[src/rtl/bcg_pkg.sv]
package bcg_pkg;

    typedef enum logic [1:0] {
        ST_IDLE  = 2'd0,
        ST_BURST = 2'd1,
        ST_PAGE  = 2'd2
    } bcg_state_e;

    localparam int unsigned LEN_CODE_W = 3;
    localparam logic [LEN_CODE_W-1:0] CODE_FULL_PAGE = 3'b111;
    localparam int unsigned FIXED_CODES = 4;

endpackage

[src/rtl/bcg_len_decode.sv]
module bcg_len_decode
    import bcg_pkg::*;
#(
    parameter int unsigned COL_W = 9
) (
    input  logic [LEN_CODE_W-1:0] code,
    input  logic                  ilv,
    output logic [COL_W-1:0]      last_idx,
    output logic [COL_W-1:0]      win_mask,
    output logic                  full_page,
    output logic                  reserved
);
    always_comb begin
        last_idx  = '0;
        win_mask  = '0;
        full_page = 1'b0;
        reserved  = 1'b0;
        if (code < LEN_CODE_W'(FIXED_CODES)) begin
            // fixed length 2**code beats
            win_mask = COL_W'((1 << code) - 1);
            last_idx = win_mask;
        end else if (code == CODE_FULL_PAGE && !ilv) begin
            full_page = 1'b1;
            win_mask  = '1;
            last_idx  = '1;
        end else begin
            reserved = 1'b1;
        end
    end
endmodule

[src/rtl/bcg_addr_map.sv]
module bcg_addr_map #(
    parameter int unsigned COL_W = 9
) (
    input  logic [COL_W-1:0] base,
    input  logic [COL_W-1:0] beat,
    input  logic [COL_W-1:0] win_mask,
    input  logic             ilv,
    output logic [COL_W-1:0] addr
);
    logic [COL_W-1:0] seq_addr;
    logic [COL_W-1:0] ilv_addr;
    logic [COL_W-1:0] sum;

    always_comb begin
        sum      = base + beat;
        seq_addr = (base & ~win_mask) | (sum & win_mask);
        ilv_addr = base ^ (beat & win_mask);
        addr     = ilv ? ilv_addr : seq_addr;
    end
endmodule

[src/rtl/burst_col_gen.sv]
module burst_col_gen
    import bcg_pkg::*;
#(
    parameter int unsigned COL_W = 9
) (
    input  logic                  clk,
    input  logic                  rst_n,
    input  logic                  cmd_start,
    input  logic [COL_W-1:0]      cmd_col,
    input  logic [LEN_CODE_W-1:0] len_code,
    input  logic                  burst_ilv,
    input  logic                  cmd_stop,
    output logic                  col_valid,
    output logic [COL_W-1:0]      col_addr,
    output logic                  col_last,
    output logic                  cfg_err
);
    bcg_state_e       state_q, state_d;
    logic [COL_W-1:0] base_q, base_d;
    logic [COL_W-1:0] beat_q, beat_d;
    logic [COL_W-1:0] mask_q, mask_d;
    logic [COL_W-1:0] endi_q, endi_d;
    logic             ilv_q, ilv_d;
    logic             err_q, err_d;

    logic [COL_W-1:0] dec_last;
    logic [COL_W-1:0] dec_mask;
    logic             dec_full;
    logic             dec_rsvd;
    logic             at_end;

    bcg_len_decode #(.COL_W(COL_W)) u_dec (
        .code      (len_code),
        .ilv       (burst_ilv),
        .last_idx  (dec_last),
        .win_mask  (dec_mask),
        .full_page (dec_full),
        .reserved  (dec_rsvd)
    );

    bcg_addr_map #(.COL_W(COL_W)) u_map (
        .base     (base_q),
        .beat     (beat_q),
        .win_mask (mask_q),
        .ilv      (ilv_q),
        .addr     (col_addr)
    );

    assign at_end = (beat_q == endi_q);

    // next-state process
    always_comb begin
        state_d = state_q;
        base_d  = base_q;
        beat_d  = beat_q;
        mask_d  = mask_q;
        endi_d  = endi_q;
        ilv_d   = ilv_q;
        err_d   = err_q;
        if (cmd_start) begin
            // LOAD
            state_d = dec_full ? ST_PAGE : ST_BURST;
            base_d  = cmd_col;
            beat_d  = '0;
            mask_d  = dec_mask;
            endi_d  = dec_last;
            ilv_d   = burst_ilv & ~dec_rsvd;
            err_d   = err_q | dec_rsvd;
        end else if (cmd_stop) begin
            // STOP
            state_d = ST_IDLE;
        end else begin
            unique case (state_q)
                ST_IDLE:  state_d = ST_IDLE;
                ST_BURST: begin
                    if (at_end) state_d = ST_IDLE;      // FINISH
                    else        beat_d  = beat_q + 1'b1; // ADVANCE
                end
                ST_PAGE:  beat_d = beat_q + 1'b1;        // ADVANCE, wraps
                default:  state_d = ST_IDLE;
            endcase
        end
    end

    // state register process
    always_ff @(posedge clk) begin
        if (!rst_n) begin
            state_q <= ST_IDLE;
            base_q  <= '0;
            beat_q  <= '0;
            mask_q  <= '0;
            endi_q  <= '0;
            ilv_q   <= 1'b0;
            err_q   <= 1'b0;
        end else begin
            state_q <= state_d;
            base_q  <= base_d;
            beat_q  <= beat_d;
            mask_q  <= mask_d;
            endi_q  <= endi_d;
            ilv_q   <= ilv_d;
            err_q   <= err_d;
        end
    end

    // output process
    always_comb begin
        col_valid = (state_q != ST_IDLE);
        col_last  = (state_q == ST_BURST) && at_end;
        cfg_err   = err_q;
    end

    a_r2_first_beat_is_start: assert property (@(posedge clk) disable iff (!rst_n)
        cmd_start |=> (col_valid && col_addr == $past(cmd_col)));

    a_r3_idle_after_last: assert property (@(posedge clk) disable iff (!rst_n)
        (col_last && !cmd_start) |=> !col_valid);

    a_r4_upper_bits_fixed: assert property (@(posedge clk) disable iff (!rst_n)
        (state_q == ST_BURST && !cmd_start && !cmd_stop && !col_last)
        |=> ((col_addr & ~mask_q) == ($past(col_addr) & ~$past(mask_q))));

    a_r6_page_increments: assert property (@(posedge clk) disable iff (!rst_n)
        (state_q == ST_PAGE && !cmd_start && !cmd_stop)
        |=> (col_valid && !col_last && col_addr == $past(col_addr) + 1'b1));

    a_r7_err_sticky: assert property (@(posedge clk) disable iff (!rst_n)
        cfg_err |=> cfg_err);

    a_r8_stop_ends: assert property (@(posedge clk) disable iff (!rst_n)
        (cmd_stop && !cmd_start) |=> !col_valid);

    a_r10_last_implies_valid: assert property (@(posedge clk) disable iff (!rst_n)
        col_last |-> col_valid);

endmodule

[config.mk]
export PLATFORM = sky130hd
export DESIGN_NAME = burst_col_gen
export DESIGN_NICKNAME = d
export VERILOG_FILES = /design/src/rtl/bcg_pkg.sv /design/src/rtl/bcg_len_decode.sv /design/src/rtl/bcg_addr_map.sv /design/src/rtl/burst_col_gen.sv
export SDC_FILE = /design/constraint.sdc
export NUM_CORES = 1
export LEC_CHECK = 0
export CAP_MARGIN = 25
export CORE_ASPECT_RATIO = 0.8
export CORE_MARGIN = 3
export CORE_UTILIZATION = 55
export DETAILED_ROUTE_END_ITERATION = 8
export DONT_BUFFER_PORTS = 1
export HOLD_SLACK_MARGIN = 0.05
export PLACE_DENSITY = 0.69
export SETUP_SLACK_MARGIN = 0.2
export SLEW_MARGIN = 20
export SYNTH_ARGS = -nofsm -noshare
export SYNTH_HDL_FRONTEND = slang
export SYNTH_SLANG_ARGS = --single-unit
[constraint.sdc]
create_clock -name clk -period 2.6 [get_ports clk]
set_input_delay 0.52 -clock clk [delete_from_list [all_inputs] [get_ports clk]]
set_output_delay 0.52 -clock clk [all_outputs]
set_load 0.005 [all_outputs]
==> results.md <==
* Tcrit/Tclk final at 1.02
* Sw Pwr at 0.000280 W
* Die W at 75.2 µm
* Cell Area, Placed at 2170 µm²
* Maximum number of pins on one net before global-route repair at 26
* Clock Latency Late Sink at 0.28 ns
* Syn Area/Cell at 8.70 µm²
* CP Capture Type: primary output
* Critical path origin: beat_q[0]
* Cts-stage hold buffer count at 0
* Ant. Diodes at 0
* Most common cell after layout, fill and taps aside: dfxtp_1
* Hold Startpoint: cmd_start
* Share of cells above drive strength 1 at 0.214
* Combinational share of power at 0.130
* First-pass GRT wire length at 7780 µm
* Synth Instances at 242
* Core Region at 3540 µm²
* Setup_tns at -0.0573 ns
* Clock Root Buffer: clkbuf_8
* Sw Share at 0.258
* H-tree Lvls at 2
* Final setup fails at 1
* Synth-to-layout area growth at 17.5%
* Final instance area at 2470 µm²
* CP Launch Type: register
* Max-slew headroom at the worst pin at 0.665
* LEAKAGE at 1.04 nW
* CP max FO at 2
* Sequential share of power at 0.476
* Synth warn at 0
* Hold/Removal Path Class: in2reg
* Clock net sink count at 31
* Asr flop ratio synth at 0
* Reg clk slew, reported paths at 0.07 ns
* Fin worst setup slack at -0.0573 ns
* Footprint of the multi-input gates at 1550 µm²
* Unrepaired setup endpoints after global routing: yes
* Worst Hold Margin at 0.366 ns
* CTS tree: built
* Max-Cap Viols at 0
* Seq/Total Area, Yosys at 0.295
* Final Max Slew Viols at 0
* Final hold vios at 0
* Port-buffer cells at 0
* Drt drc at 0
* Vias in the first global route at 1657
* Status: finished, violations left
* CTS Buf Count at 5
* Avg WL per Cell at 17.2 µm
* Fin nets at 291
* Number of synthesized register bits at 31
* Total detailed-routing wirelength at 5060 µm
* Max clock buf depth at 2
* Post-DP HPWL at 3590 µm
* EDFF count, synth at 0
* Post-Synthesis Cell Area at 2100 µm²
* Critical path data required time at 2.08 ns
* RePlAce Congestion at 0.852
* Worst slew pin tran at 0.502 ns
* Clk pwr share at 0.394
* # rows at 19
* Cell variety after synth at 47
* R2R Path Start: beat_q[2]
* PwrDens at 438 nW/µm²
* Initial Util at 0.594
* Vias at 1777
* Critical path arrival at 2.14 ns
* DR pass1 iterations at 4
* # IOs at 29
* Initial antenna violation count at 0
* Drt via density at 6.04
* Failing checks: setup timing
* Crit path kind: reg2out
* Tmin final at 2.66 ns
* Int Pwr at 0.000804 W
* Die Ht at 61.3 µm
* Total Routing Usage GR at 0.228
* DR iter-0 viols at 74
* Reg area at 632 µm²
* Post-route ant nets at 0
* Remaining Overflow, GRT at 0
* Final worst clock skew at 0.00205 ns
* Die Footprint at 4610 µm²
* Synth Flop Type: dfxtp_1
* Fillers at 278
* Most frequent cells in the layout: dfxtp_1, nor2b_1, ha_1
* Post-Syn Nets at 282
* F_max at 376 MHz
* VDD IR max at 389 µV
-- critical path: stages, from the launching register on --
cell and delay, ns:
dfxtp_2 0.35, ha_4 0.14, inv_2 0.03, fa_2 0.33, nand2b_4 0.17, a211oi_4 0.30, o31ai_4 0.09, a32oi_4 0.28
xnor2_2 0.14
-- per-stage QoR --
stage          worst slack (ns)  utilization  std cells  total power (W)
2_1_floorplan             0.243            -        242         0.000631
3_3_place_gp              0.184        0.612        281         0.000644
3_5_place_dp              0.119        0.612        281         0.000651
4_1_cts                 -0.0838        0.655        290          0.00108
5_1_grt                  -0.147        0.698        294          0.00114
6_report                -0.0573        0.698        294          0.00108
-- power groups by stage --
stage          sequential [W]  combinational (W)  clock [W]
6_report             0.000516           0.000141   0.000427
5_1_grt              0.000518           0.000157   0.000465
4_1_cts              0.000514           0.000129   0.000434
3_5_place_dp         0.000524           0.000126          0
3_3_place_gp         0.000523           0.000122          0
2_1_floorplan        0.000519           0.000112          0
-- registers in the layout, indices dropped and copies added, names as in the netlist --
| name | flops |
|---|---|
| base_q | 9 |
| beat_q | 9 |
| cfg_err | 1 |
| endi_q | 9 |
| ilv_q | 1 |
| state_q | 2 |
-- synth_stat cells (all sizes together), types with 2 or more instances --
cell type,count,share of area
a211o,2,0.0083
a211oi,6,0.021
a21boi,7,0.025
a21oi,15,0.037
a22o,2,0.0083
and2,2,0.0059
and3,3,0.0089
buf,2,0.0042
clkbuf,7,0.012
dfxtp,31,0.29
ha,22,0.13
inv,13,0.023
mux2i,9,0.043
nand2,10,0.018
nand2b,8,0.025
nand3,7,0.017
nand3b,2,0.0071
nand4,6,0.018
nor2,18,0.034
nor2b,17,0.051
nor3,3,0.0071
nor3b,4,0.014
o211a,2,0.0095
o211ai,3,0.011
o21a,4,0.014
o21ai,5,0.012
or3,2,0.0059
xnor2,8,0.033
xor2,9,0.037
-- timing repair --
action	CTS	global route
endpoints found under the setup margin	6	8
resized for setup	9	27
pin swaps	4	15
buffers inserted	1	4
-- per-layer routing --
metal / GRT usage / wire length (µm) / vias to the layer above
li1: - / - / 874
met1: 0.304 / 2340 / 846
met2: 0.355 / 2330 / 48
met3: 0.0522 / 283 / 9
met4: 0.102 / 97 / 0
met5: 0 / 0 / -
-- area by class of cell --
type / count / area share
Tap cell: 42 / 0.0213
Multi-Input combinational cell: 189 / 0.627
Sequential cell: 31 / 0.256
Clock buffer: 7 / 0.0390
Inverter: 13 / 0.0197
Clock inverter: 1 / 0.00304
Timing Repair Buffer: 11 / 0.0349
-- kinds of logic after synthesis --
logic type / Yosys count / synth area share
DFF: 31 / 0.295
and+or+nand+nor: 86 / 0.229
AOI/OAI and AO/OA: 54 / 0.182
buffers and inverters: 22 / 0.0398
xor gates and xnor gates: 17 / 0.0708
muxes: 9 / 0.0428
adders and majority gates: 23 / 0.140
-- final timing paths --
check	end	slack (ns)	cells after the start
max	col_addr[8]	-0.06	8
min	endi_q[4]	0.37	1
max reg2reg	beat_q[5]	0.49	7
min reg2reg	endi_q[6]	0.50	1
(Power assumes the default switching activity.)
